**config.mk**
```make
export PLATFORM = sky130hd
export DESIGN_NAME = uart_mode_router
export DESIGN_NICKNAME = d
export VERILOG_FILES = /design/src/rtl/uart_mode_router_pkg.sv /design/src/rtl/path_ctl.sv /design/src/rtl/byte_fifo.sv /design/src/rtl/uart_mode_router.sv
export SDC_FILE = /design/constraint.sdc
export NUM_CORES = 1
export LEC_CHECK = 0
export CAP_MARGIN = 10
export CELL_PAD_IN_SITES_DETAIL_PLACEMENT = 0
export CELL_PAD_IN_SITES_GLOBAL_PLACEMENT = 1
export CORE_MARGIN = 8
export CORE_UTILIZATION = 30
export DETAILED_ROUTE_END_ITERATION = 7
export GPL_TIMING_DRIVEN = 0
export PLACE_DENSITY_LB_ADDON = 0.1
export SLEW_MARGIN = 20
export SYNTH_ARGS = -nofsm -noshare
export SYNTH_HDL_FRONTEND = slang
export SYNTH_SLANG_ARGS = --single-unit
```
**constraint.sdc**
```tcl
create_clock -name clk -period 6.3 [get_ports clk]
set_input_delay 0.945 -clock clk [delete_from_list [all_inputs] [get_ports clk]]
set_output_delay 0.945 -clock clk [all_outputs]
set_load 0.05 [all_outputs]
```
**src/rtl/uart_mode_router_pkg.sv**
```systemverilog
package uart_mode_router_pkg;

    typedef enum logic [1:0] {
        CH_NORMAL    = 2'd0,
        CH_ECHO      = 2'd1,
        CH_LOCAL_LB  = 2'd2,
        CH_REMOTE_LB = 2'd3
    } chan_mode_e;

    typedef enum logic [1:0] {
        PS_OFF   = 2'd0,
        PS_LIVE  = 2'd1,
        PS_FLUSH = 2'd2
    } path_state_e;

    localparam int CTRL_W          = 9;
    localparam logic [CTRL_W-1:0] CTRL_RESET = 9'h128;
    localparam int NUM_PATHS       = 2;   // 0: receive, 1: transmit

endpackage

```
**src/rtl/path_ctl.sv**
```systemverilog
module path_ctl
    import uart_mode_router_pkg::*;
(
    input  logic clk,
    input  logic rst_n,
    input  logic gate_on,
    input  logic gate_off,
    input  logic clear_req,
    output logic live,
    output logic flushing
);

    path_state_e state_q, state_d;

    always_ff @(posedge clk or negedge rst_n) begin
        if (!rst_n) state_q <= PS_OFF;
        else        state_q <= state_d;
    end

    always_comb begin
        state_d = state_q;
        unique case (state_q)
            PS_OFF: begin
                if (clear_req)                  state_d = PS_FLUSH;  // start_flush
                else if (gate_on && !gate_off)  state_d = PS_LIVE;   // go_live
            end
            PS_LIVE: begin
                if (clear_req)                  state_d = PS_FLUSH;  // start_flush
                else if (!gate_on || gate_off)  state_d = PS_OFF;    // go_off
            end
            PS_FLUSH: begin
                state_d = (gate_on && !gate_off) ? PS_LIVE : PS_OFF; // end_flush
            end
            default: state_d = PS_OFF;
        endcase
    end

    always_comb begin
        live     = (state_q == PS_LIVE);
        flushing = (state_q == PS_FLUSH);
    end


    flush_one_cycle_chk: assert property (@(posedge clk) disable iff (!rst_n)
        (state_q == PS_FLUSH) |=> (state_q != PS_FLUSH));

endmodule

```
**src/rtl/byte_fifo.sv**
```systemverilog
module byte_fifo #(
    parameter int DEPTH = 64,
    parameter int WIDTH = 8,
    localparam int AW   = $clog2(DEPTH),
    localparam int CW   = AW + 1
) (
    input  logic             clk,
    input  logic             rst_n,
    input  logic             clr,
    input  logic             push,
    input  logic             pop,
    input  logic [WIDTH-1:0] din,
    output logic [WIDTH-1:0] dout,
    output logic [CW-1:0]    count,
    output logic             full,
    output logic             empty,
    output logic             ovf
);

    logic [WIDTH-1:0] mem [DEPTH];
    logic [CW-1:0]    wptr, rptr;
    logic             do_push, do_pop;

    assign count   = wptr - rptr;
    assign full    = (count == CW'(DEPTH));
    assign empty   = (count == '0);
    assign do_push = push && !full;
    assign do_pop  = pop && !empty;
    assign dout    = mem[rptr[AW-1:0]];

    always_ff @(posedge clk or negedge rst_n) begin
        if (!rst_n) begin
            wptr <= '0;
            rptr <= '0;
            ovf  <= 1'b0;
        end else if (clr) begin
            wptr <= '0;
            rptr <= '0;
            ovf  <= 1'b0;
        end else begin
            if (do_push) wptr <= wptr + 1'b1;
            if (do_pop)  rptr <= rptr + 1'b1;
            ovf <= push && full;
        end
    end

    always_ff @(posedge clk) begin
        if (do_push && !clr) mem[wptr[AW-1:0]] <= din;
    end


    fifo_full_hold_chk: assert property (@(posedge clk) disable iff (!rst_n)
        (full && push && !pop && !clr) |=> (count == CW'(DEPTH)));

    fifo_empty_pop_chk: assert property (@(posedge clk) disable iff (!rst_n)
        (empty && pop && !push && !clr) |=> (count == '0));

    fifo_clear_chk: assert property (@(posedge clk) disable iff (!rst_n)
        clr |=> (count == '0 && !ovf));

endmodule

```
**src/rtl/uart_mode_router.sv**
```systemverilog
module uart_mode_router
    import uart_mode_router_pkg::*;
#(
    parameter int FIFO_DEPTH = 64,
    parameter int DATA_W     = 8,
    localparam int CW        = $clog2(FIFO_DEPTH) + 1
) (
    input  logic              clk,
    input  logic              rst_n,
    input  logic [1:0]        mode,
    input  logic              ctrl_we,
    input  logic [CTRL_W-1:0] ctrl_wdata,
    output logic [CTRL_W-1:0] ctrl_q,
    input  logic              host_wr,
    input  logic [DATA_W-1:0] host_wdata,
    input  logic              host_rd,
    output logic [DATA_W-1:0] rd_data,
    input  logic              rx_valid,
    input  logic [DATA_W-1:0] rx_data,
    output logic              tx_valid,
    output logic [DATA_W-1:0] tx_data,
    input  logic              tx_ready,
    output logic              rx_ovf,
    output logic              tx_ovf,
    output logic [CW-1:0]     rx_count,
    output logic [CW-1:0]     tx_count
);

    localparam int RXP = 0;
    localparam int TXP = 1;

    chan_mode_e              cmode;
    logic [NUM_PATHS-1:0]    live, flushing, push, pop, full, empty, ovf;
    logic [DATA_W-1:0]       din  [NUM_PATHS];
    logic [DATA_W-1:0]       dout [NUM_PATHS];
    logic [CW-1:0]           cnt  [NUM_PATHS];

    assign cmode = chan_mode_e'(mode);

    // control register: clear bits drop when their path leaves PS_FLUSH
    always_ff @(posedge clk or negedge rst_n) begin
        if (!rst_n) begin
            ctrl_q <= CTRL_RESET;
        end else if (ctrl_we) begin
            ctrl_q <= ctrl_wdata;
        end else begin
            for (int p = 0; p < NUM_PATHS; p++) begin
                if (flushing[p]) ctrl_q[p] <= 1'b0;
            end
        end
    end

    // byte steering by channel mode
    always_comb begin
        push[RXP] = live[RXP] &&
                    ((rx_valid && (cmode == CH_NORMAL || cmode == CH_ECHO)) ||
                     (host_wr  && (cmode == CH_LOCAL_LB)));
        din[RXP]  = (cmode == CH_LOCAL_LB) ? host_wdata : rx_data;
        push[TXP] = live[TXP] &&
                    ((host_wr  && (cmode == CH_NORMAL)) ||
                     (rx_valid && (cmode == CH_ECHO || cmode == CH_REMOTE_LB)));
        din[TXP]  = (cmode == CH_NORMAL) ? host_wdata : rx_data;
        pop[RXP]  = host_rd && live[RXP] && !empty[RXP];
        pop[TXP]  = tx_ready && !empty[TXP];
    end

    for (genvar p = 0; p < NUM_PATHS; p++) begin : g_path
        path_ctl u_ctl (
            .clk       (clk),
            .rst_n     (rst_n),
            .gate_on   (ctrl_q[2 + 2*p]),
            .gate_off  (ctrl_q[3 + 2*p]),
            .clear_req (ctrl_q[p]),
            .live      (live[p]),
            .flushing  (flushing[p])
        );

        byte_fifo #(.DEPTH(FIFO_DEPTH), .WIDTH(DATA_W)) u_fifo (
            .clk   (clk),
            .rst_n (rst_n),
            .clr   (flushing[p]),
            .push  (push[p]),
            .pop   (pop[p]),
            .din   (din[p]),
            .dout  (dout[p]),
            .count (cnt[p]),
            .full  (full[p]),
            .empty (empty[p]),
            .ovf   (ovf[p])
        );
    end

    always_ff @(posedge clk or negedge rst_n) begin
        if (!rst_n)       rd_data <= '0;
        else if (host_rd) rd_data <= pop[RXP] ? dout[RXP] : '0;
    end

    assign tx_valid = !empty[TXP];
    assign tx_data  = dout[TXP];
    assign rx_ovf   = ovf[RXP];
    assign tx_ovf   = ovf[TXP];
    assign rx_count = cnt[RXP];
    assign tx_count = cnt[TXP];


    host_drop_chk: assert property (@(posedge clk) disable iff (!rst_n)
        (host_wr && (cmode == CH_ECHO || cmode == CH_REMOTE_LB) && !rx_valid &&
         !host_rd && !tx_ready && flushing == '0)
        |=> ($stable(rx_count) && $stable(tx_count)));

    rx_gated_chk: assert property (@(posedge clk) disable iff (!rst_n)
        (!live[RXP] && !flushing[RXP]) |=> $stable(rx_count));

    rd_gated_zero_chk: assert property (@(posedge clk) disable iff (!rst_n)
        (host_rd && !live[RXP]) |=> (rd_data == '0));

    tx_cap_chk: assert property (@(posedge clk) disable iff (!rst_n)
        (tx_count <= CW'(FIFO_DEPTH)) && (rx_count <= CW'(FIFO_DEPTH)));

endmodule

```
# Yosys cells after proc, flatten, opt, wreduce, memory -nomap -nowiden
# Memory sizes are Yosys's and may differ from the RTL's.
# Index checks and enable logic that the tools add are counted.
# op_classes
order_cmp,0
add_sub_neg,6
n_mul,0
n_eq_ne,13
n_div,0
n_mux,32
reduce_logical,48
shifts,0
bitwise,0
# op_table
operator,count
$mux W7,8
$add A7 B1 Y7 const B,4
$mux W8,3
$logic_and A1 B1 Y1,19
$mux W2,9
$eq A7 B7 Y1 const B,2
$logic_not A7 Y1,2
$sub A7 B7 Y7,2
$pmux W2 S3,2
$reduce_bool A2 Y1,6
$logic_not A1 Y1,10
$mux W1,10
$eq A2 B2 Y1 const B,4
$eq A2 B1 Y1 const B,3
$logic_not A2 Y1,3
$logic_or A1 B1 Y1,6
$ne A3 B2 Y1 const B,2
$ne A3 B3 Y1 const B,2
$reduce_and A2 Y1,2
# totals
latch_bits,0
romBits,0
mem_bits_rw,1024
mem_count,2
elab_cells,113
input_bits,34
output_inout_bits,42
ff_bits,51
# mem_list
memory,depth,word_bits,read_ports,rd_clocked_by_memory_dff,write_ports,line_no,source
g_path[0].u_fifo.mem,64,8,1,0,1,byte_fifo.sv:20,logic [WIDTH-1:0] mem [DEPTH];
g_path[1].u_fifo.mem,64,8,1,0,1,byte_fifo.sv:20,

# Logic depth before layout (Yosys ltp)
# Gate-level depths: netlist (run 1).
# depth
ltp_word,9
ltp_mapped,15
mapped_depth_nobuf,11

# Cells and area by module
# A second synthesis (run 1) with hierarchy kept.
# unflattened
hier_cells,2158
hier_area_um2,43113.8
# modules_own_cells
module,instances,cells_each,seq_area_each_um2,area_each_um2
byte_fifo (g_path[0].u_fifo),1,1083,15750.1,21087.7
byte_fifo (g_path[1].u_fifo),1,985,15750.1,20903.8
uart_mode_router,1,76,429.2,947.2
path_ctl,2,7,50.0,87.6

# Worst setup path before layout (run 1)
# Ideal clock, no wire load.
# synth_path
path_type,register to register
start,register g_path[0].u_fifo.rptr[2]
end,memory g_path[0].u_fifo.mem[11][0] (enable)
arrival_time_ns,4.404
slack_ns,1.525
setup_time_ns,0.370
period_less_slack_ns,4.775
t_required_ns,5.930
path_stages_with_launch,16
path_buffers,6
path_cell_list,dfrtp_1 > clkbuf_1 > inv_1 > buf_2 > buf_2 > clkbuf_1 > ha_1 > o21ai_0 > a21oi_1 > o211ai_1 > or4_4 > o21ai_2 > buf_6 > or4_1 > buf_6 > nor2_1
# synth_via
elab_chain_len,7
# synth_lines
item,line_no,source
"start, declared",byte_fifo.sv:21,"logic [CW-1:0] wptr, rptr;"
"start signal, assigned",byte_fifo.sv:42,if (do_pop) rptr <= rptr + 1'b1;
$sub A7 B7 Y7,byte_fifo.sv:24,assign count = wptr - rptr;
named net rx_count[5],uart_mode_router.sv:25,"output logic [CW-1:0] rx_count,"
$eq A7 B7 Y1,byte_fifo.sv:25,assign full = (count == CW'(DEPTH));
$logic_not A1 Y1,byte_fifo.sv:27,assign do_push = push && !full;
$logic_and A1 B1 Y1,byte_fifo.sv:27,
$logic_and A1 B1 Y1,byte_fifo.sv:48,if (do_push && !clr) mem[wptr[AW-1:0]] <= din;
$mux W1,byte_fifo.sv:48,
$mux W1 (implied by the code),byte_fifo.sv:48,
"end, declared",byte_fifo.sv:20,
# The timed path passes the listed nets, and every way through them passes these cells.

# Worst setup path in the final report (run 1)
# layout_path
start,register g_path[0].u_fifo.rptr[2]
end,output port rx_count[6]
# layout_via
elab_chain_len,1
# layout_lines
item,line_no
$sub A7 B7 Y7,byte_fifo.sv:24
"end, declared",uart_mode_router.sv:25
# No other way between the ends.

==> run_results.csv, run 1 <==
group,metric,value,unit
synth,synth_area_leaders,"edfxtp_1, mux4_2, dfrtp_1",
critical_path,cp.required,5.35,ns
place,preCtsSetupSlack,-0.5149,ns
cts,cts_num_sinks,1075,
die,design.core.area,141800,sq um
synth,syn-num-nets,2155,
cells_and_area,drive_gt1_frac,0.2482,
grt,met2_usage,0.2775,
critical_path,cp_slowest_cell,"clkdlybuf4s50_1",
critical_path,crit_path_end_kind,"primary output",
run_status,status,"complete, no violations",
cts,ctsRootBufferMaster,"clkbuf_16",
die,initial_core_util,0.3027,
synth,ys_types,74,
cells_and_area,syn_to_final_growth,17.24,%
sta,fmax,166.5,MHz
critical_path,regToRegEndpoint,"g_path[0].u_fifo.mem[51][3]",
grt,grt_max_degree,65,
cells_and_area,final_core_util,0.3549,
sta,finalCritPeriodShare,0.9536,
grt,overflow,0,
power,powerDensity,396.1,nW/um^2
grt,grt_pass1_vias,22483,
grt,use_met1,0.2128,
critical_path,reg2reg_from,"g_path[0].u_fifo.rptr[2]",
place,dp_hpwl,85180,um
hold_path,hp-class,"in2async",
route,drtIter0Drc,1498,
synth,synth_cells,2103,
grt,grt-busiest-layer,"met2",
cts,cts_hold_buf,0,
cts,htreeDepth,3,
synth,synthArstFlopShare,0.04744,
critical_path,path_delay_family,"buffers and inverters",
die,ios,76,
die,rows,138,
synth,avgSynthCellArea,20.40,sq um
critical_path,startpoint,"g_path[0].u_fifo.rptr[2]",
die,fp.dieArea,155400,sq um
route,vias,21354,
critical_path,cp.arrival,5.06,ns
route,avgRoutedWirePerCell,29.53,um
grt,antenna_found_initial,2,
cts,clk_latency,0.72,ns
route,drt-pass1-iter-count,5,
critical_path,critPathLaunchType,"flop",
route,via_per_inst,4.971,
route,drc,0,
place,placement.io_buffers,75,
critical_path,critPathBufInv,6,
route,wirelength,126900,um
synth,netlist.top_cell.by_area,"edfxtp_1",
power,vdd_drop_max,0.2866,mV
critical_path,rr_worst_depth,14,
synth,synth-seq-area-share,0.7465,
sta,hold_viol,0,
route,ant_nets,0,
die,die_h,394.2,um
sta,drv_slew,0,
sta,period_needed,6.008,ns
place,finalWeightedCongestion,0.7768,
power,p_leak,15.59,nW
die,die_x,394.2,um
grt,grt_pass1_wl,179000,um
synth,syn_area,42900,sq um
sta,setup_viol,0,
synth,synth_edf_count,1024,
sta,timing.slew.headroom,0.1746,
critical_path,endpoint,"rx_count[6]",
critical_path,slowest_delay,0.75,ns
grt,use_met3,0.02485,
synth,synth_seq_cells,1075,
cts,clk_pin_slew,0.06,ns
critical_path,worst-path-max-fanout,19,
synth,synth_flop_cell,"edfxtp_1",
job,cap_violations,0,
cells_and_area,layout_common_cells,"edfxtp_1, mux4_2, nor2_1, clkbuf_16, nand2_1",
cts,cts_tree,"yes",
sta,worst_pin_slew,1.238,ns
synth,yosys_warnings,0,
cts,clock_path_buffers,3,
critical_path,reg2reg_slack,0.66,ns
grt,grt_usage,0.1603,
synth,synth_top_area_frac,0.7167,
critical_path,path_cells,"clkbuf_1, inv_1, buf_2, buf_2, ha_1, nand3_1, a21oi_2, nor4_1, a311oi_2, inv_1, clkdlybuf4s50_1",
cells_and_area,finalNetCount,2353,
critical_path,path_class,"reg2out",
cells_and_area,mostFrequentLayoutCell,"edfxtp_1",
critical_path,worstSetupPathDepth,11,
sta,finalClockSkew,0.02223,ns
cts,numCtsBuffers,118,
sta,worst_slack,0.2925,ns
sta,rsz0062_at_grt,"no",
[where the power goes]
group          internal [mW]  switching, mW
Sequential              7.92         0.0550
Clock                   4.29           2.91
Combinational           1.95           2.80
[sequential cells by signal, indices dropped and copies added, names as in the netlist]
name	count
g_path.u_fifo.rptr	14
rd_data	8
ctrl_q	9
g_path.u_fifo.mem	1024
g_path.u_ctl.state_q	4
g_path.u_fifo.wptr	14
g_path.u_fifo.ovf	2
[logic make-up (layout without fill, tap and decap cells)]
logic type / after synthesis / count (layout) / synth area share
xor+xnor: 12 / 12 / 0.002450
flops: 1075 / 1075 / 0.7465
fa+ha+maj: 18 / 18 / 0.005599
simple gates: 338 / 338 / 0.03552
compound gates: 145 / 145 / 0.02479
other cells: 0 / 1 / 0
mux: 355 / 355 / 0.1672
buf+inv: 160 / 462 / 0.01788
[stage by stage]
stage / setup TNS [ns] / area (sq um) / power, mW / hold WS, ns / std cells
after CTS: 0 / 50300 / 20.26 / 0.1342 / 4295
after global placement: -71.55 / 46020 / 12.95 / 0.4918 / 4068
after detailed placement: -81.85 / 46220 / 12.99 / 0.5036 / 4074
after floorplan: 0 / 42900 / 11.15 / 0.4593 / 2103
after global routing: 0 / 50300 / 20.60 / 0.1611 / 4295
final: 0 / 50300 / 19.93 / 0.1907 / 4296
[area by class of cell]
class / count / area, sq um
Timing Repair Buffer: 81 / 890.9
Tap cell: 1890 / 2365
Clock inverter: 97 / 1076
Antenna cell: 1 / 2.502
Multi-Input combinational cell: 868 / 10180
Buffer: 125 / 651.9
Inverter: 32 / 120.1
Fill cell: 13206 / 91460
Sequential cell: 1075 / 32030
Clock buffer: 127 / 2987
[layer usage]
metal / up-vias / share of wire
li1: 9085 / -
met1: 11569 / 0.43
met2: 527 / 0.51
met3: 173 / 0.038
met4: 0 / 0.022
met5: - / 0
[timing repair]
action | CTS | global route
setup endpoints to repair | 526 | 0
buffers inserted | 0 | 0
resized for setup | 6 | 0
[worst min path at each step]
| stage | start | end | slack [ns] |
|---|---|---|---|
| final | rst_n | ctrl_q[4] | 0.19 |
| after global routing | rst_n | ctrl_q[4] | 0.16 |
| after CTS | rst_n | g_path[1].u_fifo.rptr[1] | 0.13 |
| after detailed placement | ctrl_q[7] | ctrl_q[7] | 0.50 |
| after global placement | ctrl_q[6] | ctrl_q[6] | 0.49 |
| after floorplan | g_path[1].u_ctl.state_q[1] | g_path[1].u_ctl.state_q[1] | 0.46 |
[cells in the mapped netlist, types with 3 or more instances]
| cell | n |
|---|---|
| a31oi_1 | 3 |
| or4_1 | 11 |
| a311oi_1 | 3 |
| edfxtp_1 | 1024 |
| mux2i_1 | 43 |
| o211ai_1 | 8 |
| xor2_1 | 6 |
| o31ai_1 | 8 |
| a221oi_1 | 13 |
| mux2_2 | 25 |
| a21oi_1 | 25 |
| o21ai_0 | 22 |
| ha_1 | 16 |
| mux4_2 | 287 |
| o22ai_1 | 6 |
| nor2b_1 | 11 |
| clkbuf_1 | 49 |
| dfrtp_1 | 48 |
| nand4_1 | 5 |
| xnor2_1 | 6 |
| buf_6 | 6 |
| nor2_1 | 163 |
| inv_1 | 29 |
| or3_1 | 11 |
| o21ai_1 | 5 |
| buf_2 | 37 |
| o2bb2ai_1 | 4 |
| nand2b_1 | 5 |
| nand2_1 | 83 |
| o221ai_1 | 10 |
| and2_1 | 4 |
| buf_4 | 20 |
| nand3b_1 | 5 |
| dfstp_2 | 3 |
| nor3_1 | 6 |
| a2111oi_0 | 6 |
| and3_1 | 6 |
| nand3_1 | 13 |
| buf_1 | 16 |
Power figures use the tool's default switching activity.
==> inputs of run 2 (changes only) <==
--- a/config.mk
+++ b/config.mk
@@ -11,4 +11,5 @@
 export CORE_MARGIN = 8
 export CORE_UTILIZATION = 30
+export CTS_CLUSTER_SIZE = 30
 export DETAILED_ROUTE_END_ITERATION = 7
 export GPL_TIMING_DRIVEN = 0
==> constraint.sdc (replaced) <==
create_clock -name clk -period 5.15 [get_ports clk]
set_input_delay 1.2875 -clock clk [delete_from_list [all_inputs] [get_ports clk]]
set_output_delay 1.2875 -clock clk [all_outputs]
set_load 0.05 [all_outputs]
==> run 2 against run 1 <==
Net effect:
- sequential share of layout area shrank 0.34 points
- clock power grew 22%
- core utilization grew 0.20 points
- non-clock buffer count grew 7
- worst setup slack lost 0.17 ns
- die area is the same
- routed wire length is essentially flat
- sequential cell count is the same
- sequential power grew 22%
- critical endpoint is now tx_data[4]
==> run_results.csv, run 2 (synthesis results as in run 1) <==
group,metric,value,unit
cells_and_area,drive_gt1_frac,0.2662,
grt,grt_pass1_wl,179200,um
cts,clk_pin_slew,0.06,ns
critical_path,cp.arrival,3.74,ns
power,p_leak,15.76,nW
route,highest_layer,"met4",
sta,finalCritPeriodShare,0.9768,
cts,cts_num_sinks,1075,
die,rows,138,
power,vdd_drop_max,0.3488,mV
cts,cts_tree,"yes",
critical_path,crit_path_end_kind,"primary output",
cells_and_area,syn_to_final_growth,17.91,%
power,totalPowerFinal,24.50,mW
grt,antenna_found_initial,2,
sta,timing.slew.headroom,0.2179,
hold_path,hold-path-endpoint,"ctrl_q[7]",
route,vias,21387,
sta,hold_viol,0,
die,initial_core_util,0.3027,
route,met1_length,54770,um
cts,clk_latency,0.72,ns
power,powerDensity,484.3,nW/um^2
cts,clock_path_buffers,3,
sta,fmax,198.8,MHz
die,ios,76,
cells_and_area,final_cells,4305,
place,placement.io_buffers,75,
cells_and_area,final_core_util,0.3569,
sta,fin_hold_ws,0.5083,ns
cells_and_area,finalNetCount,2360,
cts,numCtsBuffers,118,
die,die_h,394.2,um
critical_path,critPathLaunchType,"flop",
grt,grt_max_degree,65,
job,cap_violations,0,
route,dr_wl_met3,4859,um
run_status,status,"complete, no violations",
cells_and_area,largest_register_ffs,1024,
route,via_per_inst,4.968,
critical_path,cp.required,3.86,ns
die,design.core.area,141800,sq um
cells_and_area,fillers,13177,
route,drtIter0Drc,1428,
grt,grt_usage,0.1604,
sta,rsz0062_at_grt,"no",
hold_path,hold_path_depth,1,
place,place_inst,4074,
cells_and_area,seqCellArea,32040,sq um
route,drc,0,
sta,finalClockSkew,0.02276,ns
place,finalWeightedCongestion,0.7768,
hold_path,hp-class,"reg2reg",
route,drt-pass1-iter-count,6,
sta,period_needed,5.031,ns
cells_and_area,layout_common_cells,"edfxtp_1, mux4_2, nor2_1, clkbuf_16, nand2_1",
cts,htreeDepth,3,
route,met2WireLength,64410,um
sta,setup_viol,0,
critical_path,reg2reg_slack,0.55,ns
place,dp_hpwl,85180,um
critical_path,regToRegEndpoint,"g_path[1].u_fifo.mem[14][0]",
route,wirelength,126900,um
critical_path,reg2reg_from,"g_path[1].u_fifo.rptr[2]",
sta,worst_pin_slew,1.173,ns
cts,ctsRootBufferMaster,"clkbuf_16",
cells_and_area,multiInputGateArea,10230,sq um
die,fp.dieArea,155400,sq um
critical_path,rr_worst_depth,14,
cts,cts_hold_buf,0,
grt,overflow,0,
route,ant_nets,0,
cells_and_area,mostFrequentLayoutCell,"edfxtp_1",
route,avgRoutedWirePerCell,29.47,um
sta,drv_slew,0,
hold_path,min_from,"ctrl_q[7]",
critical_path,worst-path-max-fanout,10,
die,die_x,394.2,um
grt,grt_pass1_vias,22518,
critical_path,path_class,"reg2out",
-- run 2: worst max-delay path by stage --
stage / startpoint / to
6_report: g_path[1].u_fifo.rptr[0] / tx_data[4]
5_1_grt: g_path[1].u_fifo.rptr[0] / tx_data[1]
4_1_cts: g_path[1].u_fifo.rptr[1] / tx_valid
3_5_place_dp: g_path[1].u_fifo.rptr[1] / tx_valid
3_3_place_gp: g_path[1].u_fifo.rptr[1] / tx_valid
2_1_floorplan: g_path[1].u_fifo.rptr[1] / tx_valid
-- run 2: per-stage QoR --
step                      setup TNS, ns  instance area (sq um)  worst slack [ns]
after global placement         -1126.66                  46020            -2.007
final                                 0                  50590            0.1194
after detailed placement       -1147.31                  46220            -2.007
after floorplan                       0                  42900            0.2759
after CTS                      -0.01927                  50510          -0.01927
after global routing                  0                  50580           0.01281
-- run 2: area by class of cell --
type	instances	share of cell area
buffer	123	0.01664
sequential	1075	0.6333
clock inverter	97	0.02127
timing repair buffer	90	0.01808
multi-input combinational	868	0.2023
antenna	3	0.0001484
tap	1890	0.04674
clock buffer	127	0.05904
inverter	32	0.002473
-- run 2: power by group --
part	switching [mW]	leakage [nW]	internal [mW]	total (mW)
combinational	3.46	3.90	2.48	5.94
sequential	0.0657	9.87	9.69	9.76
clock	3.55	1.98	5.25	8.80
-- run 2: timing repair --
| action | in CTS | in global routing |
|---|---|---|
| endpoints found under the setup margin | 1068 | 7 |
| gates resized for setup | 143 | 12 |
| buffers inserted | 3 | 6 |
| pin swaps | 3 | 1 |
-- run 2: routing by layer --
metal | vias to the layer above | track usage
li1 | 9104 | -
met1 | 11617 | 0.2120
met2 | 494 | 0.2788
met3 | 172 | 0.02522
met4 | 0 | 0.03562
met5 | - | 0
-- run 2: worst max-delay path, stage by stage, from the launching register on --
cell	delay, ns
dfrtp_2	0.45
clkbuf_4	0.23
buf_12	0.18
buf_8	0.20
mux4_2	0.57
mux4_2	0.59
mux4_2	0.54
buf_2	0.24
==> inputs of run 3 (changes only) <==
Settings changed: CORE_UTILIZATION 30 to 25.
Clock period 5.15 ns to 6.5 ns, I/O delays scaled along.
==> run 3 against run 2 <==
Net effect:
- clock skew grew 0.0065 ns
- non-clock buffer count shrank 1
- routed wire length grew 6.7%
- clock power shrank 18%
- clock-buffer cell count grew 42
- global-route usage shrank 1.6 points
- cell count grew 8.2%
- register-to-register slack gained 0.63 ns
- die area grew 19%
- critical path depth grew 4
- sequential share of layout area shrank 0.59 points
- first-iteration DRC count grew 1.5%
- critical endpoint is now tx_valid
- largest cell class unchanged
- largest power group unchanged
==> run_results.csv, run 3 (synthesis results as in run 1) <==
group,metric,value,unit
route,vias,21416,
sta,finalSetupTns,0,ns
sta,worst_pin_slew,1.176,ns
route,wirelength,135300,um
place,postPlaceCellArea,46780,sq um
cells_and_area,mostFrequentLayoutCell,"edfxtp_1",
route,ant_nets,0,
sta,period_needed,6.278,ns
critical_path,reg2reg_from,"g_path[1].u_fifo.rptr[1]",
place,place_inst,4422,
critical_path,cp.arrival,4.65,ns
power,p_leak,15.76,nW
cts,clock_path_buffers,3,
sta,setup_viol,0,
die,initial_core_util,0.2509,
die,die_x,430.3,um
cells_and_area,finalNetCount,2373,
route,drc,0,
cts,ctsRootBufferMaster,"clkbuf_16",
critical_path,worst-path-max-fanout,10,
critical_path,path_class,"reg2out",
die,fp.dieArea,185100,sq um
cts,clk_pin_slew,0.06,ns
cells_and_area,syn_to_final_growth,18.99,%
cells_and_area,final_core_util,0.2986,
sta,fin_hold_ws,0.4940,ns
die,die_h,430.3,um
power,powerDensity,384.1,nW/um^2
cts,clk_latency,0.76,ns
cts,numCtsBuffers,132,
cells_and_area,stdcell_area,51050,sq um
critical_path,startpoint,"g_path[1].u_fifo.rptr[2]",
die,design.core.area,171000,sq um
cts,cts_tree,"yes",
cells_and_area,final_cells,4656,
sta,timing.slew.headroom,0.2128,
sta,hold_viol,0,
grt,overflow,0,
place,finalWeightedCongestion,0.7930,
sta,drv_slew,0,
hold_path,min_from,"g_path[0].u_fifo.wptr[6]",
grt,grt_usage,0.1443,
cts,cts_num_sinks,1075,
sta,fmax,159.3,MHz
critical_path,cp.required,4.88,ns
grt,antenna_found_initial,2,
run_status,status,"complete, no violations",
cells_and_area,largest_register_ffs,1024,
power,vdd_drop_max,0.2564,mV
route,via_per_inst,4.600,
sta,rsz0062_at_grt,"yes",
grt,grt_pass1_vias,22965,
die,ios,76,
hold_path,hp-class,"reg2reg",
cts,htreeDepth,4,
grt,grt_pass1_wl,187900,um
route,drtIter0Drc,1450,
place,placement.io_buffers,75,
cells_and_area,layout_common_cells,"edfxtp_1, mux4_2, nor2_1, clkbuf_16, nand2_1",
sta,finalCritPeriodShare,0.9658,
route,drt-pass1-iter-count,5,
critical_path,crit_path_end_kind,"primary output",
die,rows,152,
route,avgRoutedWirePerCell,29.07,um
job,cap_violations,0,
place,dp_hpwl,90030,um
critical_path,critPathLaunchType,"flop",
sta,finalClockSkew,0.02929,ns
cells_and_area,drive_gt1_frac,0.2494,
grt,grt_max_degree,65,
## run 3: cell count changes in the layout (fill, tap and decap cells not counted), moves of 4 or more
cell	delta
bufinv_16	-10
buf_8	-12
inv_16	+4
clkinv_2	-12
clkdlybuf4s50_1	+10
clkinv_4	-4
dfrtp_1	+4
clkinvlp_4	-8
buf_6	-7
clkbuf_16	+14
clkbuf_1	+31
clkinv_1	-6
## run 3: area by class of cell
| class | instances | area, sq um |
|---|---|---|
| fillers | 16598 | 119900 |
| well taps | 2233 | 2794 |
| inverters | 32 | 121.4 |
| multi-input cells | 868 | 10200 |
| clock buffers | 169 | 3473 |
| plain buffers | 125 | 676.9 |
| flip-flops and latches | 1075 | 32030 |
| repair buffers | 87 | 1003 |
| clock inverters | 66 | 745.7 |
| diodes | 1 | 2.502 |
## run 3: routing by layer
metal / vias to the layer above / GRT usage / share of wire
met2: 442 / 0.2629 / 0.53
li1: 9121 / - / -
met5: - / 0 / 0
met3: 159 / 0.02367 / 0.033
met4: 0 / 0.03554 / 0.020
met1: 11694 / 0.1781 / 0.42
## run 3: stage by stage
stage	power (mW)	setup WS, ns
floorplan	10.81	1.288
global placement	12.67	-0.9401
detailed placement	12.71	-0.9265
CTS	20.02	0.01602
global route	20.38	-0.03208
finish	19.61	0.2224
## run 3: where the power goes
group          switching (mW)  total, mW  leakage [nW]  internal, mW
sequential             0.0564       7.73          9.88          7.68
clock                    2.96       7.21          2.05          4.25
combinational            2.76       4.67          3.83          1.91
total                    5.77       19.6          15.8          13.8
## run 3: worst paths after layout
kind	to	slack (ns)	cells after the start
worst max-delay path	tx_valid	0.22	11
worst min-delay path	g_path[0].u_fifo.wptr[6]	0.49	1
worst max register to register	g_path[1].u_fifo.mem[52][3]	1.18	13
worst min register to register	g_path[0].u_fifo.wptr[6]	0.49	1
max in group asynchronous	g_path[0].u_fifo.wptr[0]	5.09	2
min in group asynchronous	g_path[1].u_fifo.rptr[1]	0.77	1
## run 3: critical path, cell delays in order (launching register included)
cell	delay, ns
dfrtp_1	0.43
buf_2	0.36
buf_2	0.35
clkbuf_4	0.33
inv_1	0.07
ha_1	0.35
nor2b_1	0.16
o21a_1	0.20
or3_1	0.39
a2111oi_4	0.53
nand2_1	0.19
dlygate4sd2_1	0.49
## run 3: repair_timing
item / CTS / global route
endpoints found under the setup margin: 771 / 4
pin swaps: 1 / 1
resized for setup: 25 / 3
buffers inserted: 0 / 1
hold buffers: 0 / 0
